[config.mk]
export PLATFORM = sky130hd
export DESIGN_NAME = rgb2yuv_conv
export DESIGN_NICKNAME = d
export VERILOG_FILES = /design/src/rtl/rgb2yuv_pkg.sv /design/src/rtl/yuv_coef_rom.sv /design/src/rtl/yuv_ctrl.sv /design/src/rtl/yuv_datapath.sv /design/src/rtl/rgb2yuv_conv.sv
export SDC_FILE = /design/constraint.sdc
export NUM_CORES = 1
export LEC_CHECK = 0
export BUFFER_PORTS_ARGS = -buffer_cell sky130_fd_sc_hd__buf_2
export CORE_ASPECT_RATIO = 0.5
export CORE_MARGIN = 1
export CORE_UTILIZATION = 65
export DETAILED_ROUTE_END_ITERATION = 12
export PLACE_DENSITY = 0.88
export SLEW_MARGIN = 10
export SYNTH_ARGS = -nofsm -noshare
export SYNTH_HDL_FRONTEND = slang
export SYNTH_HIERARCHICAL = 1
export SYNTH_SLANG_ARGS = --single-unit
[constraint.sdc]
create_clock -name clk -period 19.1 [get_ports clk]
set_input_delay 1.91 -clock clk [delete_from_list [all_inputs] [get_ports clk]]
set_output_delay 1.91 -clock clk [all_outputs]
set_load 0.02 [all_outputs]
[src/rtl/rgb2yuv_pkg.sv]
package rgb2yuv_pkg;

  localparam int PIX_W = 8;

  // Strobes from the sequencer to the datapath.
  typedef struct packed {
    logic       pixLoad;
    logic       mulEn;
    logic [1:0] mulChan;  // 0 red, 1 green, 2 blue
    logic [1:0] mulSlot;  // component index local to a unit
    logic       addEn;
    logic [1:0] addChan;  // channel of the product being added; 0 selects a zero operand
    logic [1:0] addSlot;
    logic       outLoad;
  } ctl_t;

  // Coefficients with 8 fraction bits; comp 0 = Y, 1 = U, 2 = V.
  function automatic int coefOf(input int comp, input int chan);
    int c;
    c = 0;
    case (comp)
      0: case (chan) 0: c = 77;  1: c = 150;  2: c = 29;  default: c = 0; endcase
      1: case (chan) 0: c = -38; 1: c = -74;  2: c = 112; default: c = 0; endcase
      2: case (chan) 0: c = 157; 1: c = -132; 2: c = -26; default: c = 0; endcase
      default: c = 0;
    endcase
    return c;
  endfunction

endpackage

[src/rtl/yuv_coef_rom.sv]
module yuv_coef_rom
  import rgb2yuv_pkg::*;
#(
  parameter int COEF_W    = 10,
  parameter int UNIT      = 0,
  parameter int NUM_UNITS = 1
) (
  input  logic [1:0]               slot,
  input  logic [1:0]               chan,
  output logic signed [COEF_W-1:0] coef
);

  always_comb begin
    coef = COEF_W'(coefOf(int'(slot) * NUM_UNITS + UNIT, int'(chan)));
  end

endmodule

[src/rtl/yuv_ctrl.sv]
module yuv_ctrl
  import rgb2yuv_pkg::*;
#(
  parameter int NUM_UNITS = 1
) (
  input  logic clk,
  input  logic rst,
  input  logic inValid,
  output logic inReady,
  output logic outValid,
  output ctl_t ctl
);

  localparam int SLOTS     = 3 / NUM_UNITS;
  localparam int MUL_STEPS = 3 * SLOTS;
  localparam int LAST_STEP = MUL_STEPS + 1;
  localparam int LATENCY   = LAST_STEP + 1;
  localparam int STEP_W    = $clog2(LAST_STEP + 1);

  typedef enum logic {S_IDLE, S_RUN} state_t;

  state_t            state;
  logic [STEP_W-1:0] step;

  always_ff @(posedge clk) begin
    if (rst) begin
      state    <= S_IDLE;
      step     <= '0;
      outValid <= 1'b0;
    end else begin
      outValid <= 1'b0;
      case (state)
        S_IDLE: begin
          if (inValid) begin
            state <= S_RUN;
            step  <= '0;
          end
        end
        default: begin
          if (step == STEP_W'(LAST_STEP)) begin
            state    <= S_IDLE;
            outValid <= 1'b1;
          end else begin
            step <= step + 1'b1;
          end
        end
      endcase
    end
  end

  assign inReady = (state == S_IDLE);

  // Static schedule: channel-major, so all red and green products precede blue.
  always_comb begin
    int s;
    s   = int'(step);
    ctl = '0;
    ctl.pixLoad = (state == S_IDLE) && inValid;
    if (state == S_RUN) begin
      if (s < MUL_STEPS) begin
        ctl.mulEn   = 1'b1;
        ctl.mulChan = 2'(s / SLOTS);
        ctl.mulSlot = 2'(s % SLOTS);
      end
      if (s >= 1 && s <= MUL_STEPS) begin
        ctl.addEn   = 1'b1;
        ctl.addChan = 2'((s - 1) / SLOTS);
        ctl.addSlot = 2'((s - 1) % SLOTS);
      end
      if (s == LAST_STEP) ctl.outLoad = 1'b1;
    end
  end

  // Cycle counter for the latency check.
  int latCnt;
  always_ff @(posedge clk) begin
    if (rst)                latCnt <= 0;
    else if (ctl.pixLoad)   latCnt <= 1;
    else if (outValid)      latCnt <= 0;
    else if (latCnt != 0)   latCnt <= latCnt + 1;
  end

  assert_latency_R3: assert property (@(posedge clk) disable iff (rst)
    outValid |-> (latCnt == LATENCY + 1))
    else $error("result pulse at wrong distance from acceptance");

  assert_pulse_R4: assert property (@(posedge clk) disable iff (rst)
    outValid |=> !outValid)
    else $error("result pulse longer than one cycle");

endmodule

[src/rtl/yuv_datapath.sv]
module yuv_datapath
  import rgb2yuv_pkg::*;
#(
  parameter int NUM_UNITS = 1,
  parameter int COEF_W    = 10,
  parameter int FRAC      = 8,
  parameter int ACC_W     = 20
) (
  input  logic             clk,
  input  logic             rst,
  input  ctl_t             ctl,
  input  logic [PIX_W-1:0] pixRIn,
  input  logic [PIX_W-1:0] pixGIn,
  input  logic [PIX_W-1:0] pixBIn,
  output logic [PIX_W-1:0] yOut,
  output logic [PIX_W-1:0] uOut,
  output logic [PIX_W-1:0] vOut
);

  localparam int SLOTS = 3 / NUM_UNITS;
  localparam logic signed [ACC_W-1:0] RND   = ACC_W'(1 << (FRAC - 1));
  localparam logic signed [ACC_W-1:0] MID   = ACC_W'(1 << (PIX_W - 1));
  localparam logic signed [ACC_W-1:0] MAXV  = ACC_W'((1 << PIX_W) - 1);
  localparam logic signed [ACC_W-1:0] BOUND = ACC_W'(1 << (ACC_W - 2));

  logic [PIX_W-1:0] pixR, pixG, pixB;
  logic signed [ACC_W-1:0] accWire [NUM_UNITS][SLOTS];
  logic signed [ACC_W-1:0] accAll  [3];

  always_ff @(posedge clk) begin
    if (rst) begin
      pixR <= '0;
      pixG <= '0;
      pixB <= '0;
    end else if (ctl.pixLoad) begin
      pixR <= pixRIn;
      pixG <= pixGIn;
      pixB <= pixBIn;
    end
  end

  assert_pix_hold_R2: assert property (@(posedge clk) disable iff (rst)
    !ctl.pixLoad |=> $stable(pixR) && $stable(pixG) && $stable(pixB))
    else $error("latched pixel changed while busy");

  for (genvar u = 0; u < NUM_UNITS; u++) begin : g_unit
    logic signed [COEF_W-1:0] coef;
    logic [PIX_W-1:0]         opnd;
    logic signed [ACC_W-1:0]  prodReg;
    logic signed [ACC_W-1:0]  accLoc [SLOTS];

    yuv_coef_rom #(
      .COEF_W   (COEF_W),
      .UNIT     (u),
      .NUM_UNITS(NUM_UNITS)
    ) i_rom (
      .slot(ctl.mulSlot),
      .chan(ctl.mulChan),
      .coef(coef)
    );

    always_comb begin
      case (ctl.mulChan)
        2'd0:    opnd = pixR;
        2'd1:    opnd = pixG;
        default: opnd = pixB;
      endcase
    end

    // Shared multiplier.
    always_ff @(posedge clk) begin
      if (rst)            prodReg <= '0;
      else if (ctl.mulEn) prodReg <= ACC_W'($signed({1'b0, opnd})) * ACC_W'(coef);
    end

    // Shared adder; the first product of a component meets a zero operand.
    always_ff @(posedge clk) begin
      if (rst) begin
        for (int j = 0; j < SLOTS; j++) accLoc[j] <= '0;
      end else if (ctl.addEn) begin
        for (int j = 0; j < SLOTS; j++) begin
          if (int'(ctl.addSlot) == j)
            accLoc[j] <= ((ctl.addChan == 2'd0) ? '0 : accLoc[j]) + prodReg;
        end
      end
    end

    for (genvar j = 0; j < SLOTS; j++) begin : g_slot
      assign accWire[u][j] = accLoc[j];

      assert_no_overflow_R8: assert property (@(posedge clk) disable iff (rst)
        (accLoc[j] < BOUND) && (accLoc[j] > -BOUND))
        else $error("accumulator left its headroom");
    end
  end

  for (genvar c = 0; c < 3; c++) begin : g_map
    assign accAll[c] = accWire[c % NUM_UNITS][c / NUM_UNITS];
  end

  function automatic logic [PIX_W-1:0] finishComp(input logic signed [ACC_W-1:0] acc,
                                                  input logic offs);
    logic signed [ACC_W-1:0] t;
    t = (acc + RND) >>> FRAC;
    if (offs) t = t + MID;
    if (t < 0)         return '0;
    else if (t > MAXV) return '1;
    else               return t[PIX_W-1:0];
  endfunction

  always_ff @(posedge clk) begin
    if (rst) begin
      yOut <= '0;
      uOut <= '0;
      vOut <= '0;
    end else if (ctl.outLoad) begin
      yOut <= finishComp(accAll[0], 1'b0);
      uOut <= finishComp(accAll[1], 1'b1);
      vOut <= finishComp(accAll[2], 1'b1);
    end
  end

  assert_out_hold_R4: assert property (@(posedge clk) disable iff (rst)
    !ctl.outLoad |=> $stable(yOut) && $stable(uOut) && $stable(vOut))
    else $error("result changed without a load strobe");

endmodule

[src/rtl/rgb2yuv_conv.sv]
module rgb2yuv_conv
  import rgb2yuv_pkg::*;
#(
  parameter int NUM_UNITS = 1,
  parameter int COEF_W    = 10,
  parameter int FRAC      = 8,
  parameter int ACC_W     = 20
) (
  input  logic       clk,
  input  logic       rst,
  input  logic       inValid,
  input  logic [7:0] inR,
  input  logic [7:0] inG,
  input  logic [7:0] inB,
  output logic       inReady,
  output logic       outValid,
  output logic [7:0] outY,
  output logic [7:0] outU,
  output logic [7:0] outV
);

  if (!(NUM_UNITS == 1 || NUM_UNITS == 3)) begin : g_bad_cfg
    $error("NUM_UNITS must be 1 or 3");
  end

  ctl_t ctl;

  yuv_ctrl #(.NUM_UNITS(NUM_UNITS)) i_ctrl (
    .clk     (clk),
    .rst     (rst),
    .inValid (inValid),
    .inReady (inReady),
    .outValid(outValid),
    .ctl     (ctl)
  );

  yuv_datapath #(
    .NUM_UNITS(NUM_UNITS),
    .COEF_W   (COEF_W),
    .FRAC     (FRAC),
    .ACC_W    (ACC_W)
  ) i_datapath (
    .clk   (clk),
    .rst   (rst),
    .ctl   (ctl),
    .pixRIn(inR),
    .pixGIn(inG),
    .pixBIn(inB),
    .yOut  (outY),
    .uOut  (outU),
    .vOut  (outV)
  );

endmodule

==> results.md <==
* Commonest non-fill, non-tap cell in the layout: inv_1
* Clk_lat worst skew at 0.43 ns
* Initial antenna violation count at 0
* Library cells used by synthesis at 85
* Final TNS setup at 0 ns
* DIE WIDTH at 200 um
* Hpwl dp at 22100 um
* Sequential cell area at 3260 um^2
* Setup Fix Bufs, Post-CTS at 0
* Final hold vios at 0
* Clock Sinks at 133
* Synth top area cells: edfxtp_1, ha_1, dfxtp_1, fa_1, inv_1
* Pleak at 6.21 nW
* Max-slew headroom at 20.7%
* Pre-CTS WS at 9.72 ns
* Max FO, Critical Path at 16
* Die ar. at 20300 um^2
* Hold Path Class: flip-flop to flip-flop
* RSZ-0062 raised after global routing: false
* Initial Utilization at 67.9%
* Drt wl/cell at 17.5 um
* DP Cell Count at 1737
* Most frequent cells in the layout: inv_1, nor2_1, ha_1
* Routed WL at 31000 um
* Final worst setup slack at 9.59 ns
* CTS tree: built
* Total of max-cap violations at 0
* Peak Freq at 105 MHz
* PortBufs at 52
* PostCTS Resize Cnt at 0
* Worst path max stage delay at 0.86 ns
* Finished layout cell area at 13900 um^2
* Drt via density at 6.11
* Area of the multi-input gates at 8820 um^2
* Core footprint at 18800 um^2
* # setup viols final at 0
* Total power at 0.846 mW
* Largest net degree at the start of global routing at 72
* Worst-margin pin slew at 1.19 ns
* Final #Nets at 1712
* Worst setup EP type: flip-flop
* Placed cell area at 13300 um^2
* Period utilization at 49.8%
* Largest area contributor in the synthesized netlist: edfxtp_1
* Worst path arrival time at 9.83 ns
* Status: finished clean
* Met1 usage at 38.3%
* Asr flop ratio synth at 0%
* Final min period at 9.51 ns
* Core Util, Final at 73.6%
* Non-filler cells, final at 1769
* Fillers at 1278
* Fin Clk Skew at 0.0111 ns
* Top-area cell type share of the netlist area at 14.1%
* Post-synth EDFFs at 60
* CTS max path bufs at 2
* Row Count at 35
* WS Path Type: flip-flop to flip-flop
* Fin. max-slew vios at 0
* M3 GR Usage at 5.57%
* GRT Total Usage at 31.4%
* Synthesized area at 12800 um^2
* Startpoint types: flip-flop
* Num CTS Buffers at 17
* 1st-iter DRT viols at 926
* Synth Area per Inst at 8.75 um^2
* Layout cells sized above 1 at 8.41%
* Boundary Pins at 53
* Antenna-violating nets left at 0
* Post-Syn Nets at 1676
* DR vias at 10800
* Hold Buf Count CTS at 0
* Synth Flop Type: dfxtp_1
* Synth Warn # at 6
* Worst IR Drop VDD at 66.8 uV
* Vias in the first global route at 10700
* Worst hold slack at 0.462 ns
* Clk root buf: clkbuf_16
* Busiest layer in global routing: met2
* Synthesized instance count at 1461
* Sequential-to-total area share from yosys stat at 25.5%
* First-pass GRT wire length at 51100 um
* Register bit total from synthesis at 133
* Chip Height at 101 um
* Crit-path most repeated cell: ha_1
* H-tree Lvls at 4
* Grt total ovfl at 0
* Ant diodes at 0
* Met2 Use GR at 56.1%
* GP Congestion at 0.902
* CTS clock-pin slew for the worst setup and hold paths at 0.06 ns
* CP max stage cell: nor2_1
* First-pass DRT Iterations at 6
* DRC viols at 0
* CP Data Required Time at 19.42 ns
* Layout area overhead at 8.39%
* Pwr Density at 61.1 nW/um^2
[worst max-delay path, delay by kind of cell, from the launching register on]
family / cells / cell delay, ns
AO/OA/AOI/OAI: 9 / 2.74
flip-flops: 1 / 0.45
adder cells (fa/ha/maj): 9 / 3.59
XOR/XNOR: 1 / 0.16
AND/OR/NAND/NOR: 8 / 1.92
buffers and inverters: 4 / 0.34
multiplexers: 1 / 0.19
[where the power goes]
part           total (mW)  switching [mW]  internal [mW]
clock network       0.335           0.132          0.203
logic               0.184           0.110         0.0734
registers           0.327          0.0164          0.311
total               0.846           0.259          0.588
[cell type report]
class	count	area share, %
multi-input combinational	1140	63.6
tap	259	2.34
clock buffer	27	4.09
inverter	148	4.01
timing repair buffer	57	2.15
clock inverter	5	0.235
sequential	133	23.5
[logic make-up after synthesis]
logic type               after synthesis  synth area share (%)
flip-flops                           133                  25.5
XOR/XNOR                              77                  5.27
adder cells (fa/ha/maj)              188                  22.4
multiplexers                          54                  4.26
buffers and inverters                188                  5.72
AND/OR/NAND/NOR                      539                  22.3
AO/OA/AOI/OAI                        282                  14.5
[final timing paths]
path / start / endpoint / slack (ns) / depth (start not counted)
worst min register to register: i_datapath/yOut[0]$_SDFFE_PP0P_ / i_datapath/yOut[0]$_SDFFE_PP0P_ / 0.46 / 2
worst max-delay path: i_ctrl/step[1]$_SDFFE_PP0P_ / i_datapath/g_unit[0].prodReg[16]$_SDFFE_PP0P_ / 9.59 / 32
worst max register to register: i_ctrl/step[1]$_SDFFE_PP0P_ / i_datapath/g_unit[0].prodReg[16]$_SDFFE_PP0P_ / 9.59 / 32
worst min-delay path: i_datapath/yOut[0]$_SDFFE_PP0P_ / i_datapath/yOut[0]$_SDFFE_PP0P_ / 0.46 / 2
[synth_stat cells, types with 3 or more instances]
cell / number
and4_1: 3
or3_1: 12
nor4_2: 3
nand2b_1: 32
or2_2: 6
nor2_1: 140
buf_2: 3
a21boi_0: 8
fa_1: 69
o21ai_1: 19
nand2_1: 102
o211ai_1: 12
nor3_1: 34
a31oi_1: 8
o22ai_1: 4
nand4_1: 8
a211oi_1: 14
clkbuf_1: 30
and3_1: 14
nand3b_1: 3
a41oi_1: 4
ha_1: 119
and2_1: 83
nand3_1: 25
xnor2_1: 51
buf_1: 3
inv_1: 146
xor2_1: 26
mux2i_1: 51
o21ai_0: 48
o31ai_1: 5
dfxtp_1: 73
nand4b_1: 3
a21o_1: 20
nor3b_1: 10
a21oi_1: 73
a31o_2: 4
o21bai_1: 6
nor2b_1: 31
o21a_1: 21
o31a_1: 7
edfxtp_1: 60
or4_1: 5
nor4_1: 11
[layer usage]
layer  wire length (um)  part of all wire (%)  vias up
met2              15100                    49      451
met5                  0                     0        -
li1                   -                     -     5125
met3               2090                   6.7       75
met4                752                   2.4        0
met1              13100                    42     5156
[registers in the layout, indices dropped and copies added, names as in the netlist, 4 cells and up]
name,flops
i_datapath/vOut,8
i_datapath/yOut,8
i_datapath/pixR,8
i_ctrl/step,4
i_datapath/pixG,8
i_datapath/g_unit.prodReg,19
i_datapath/g_unit.accLoc,60
i_datapath/pixB,8
i_datapath/uOut,8
(Power assumes the default switching activity.)
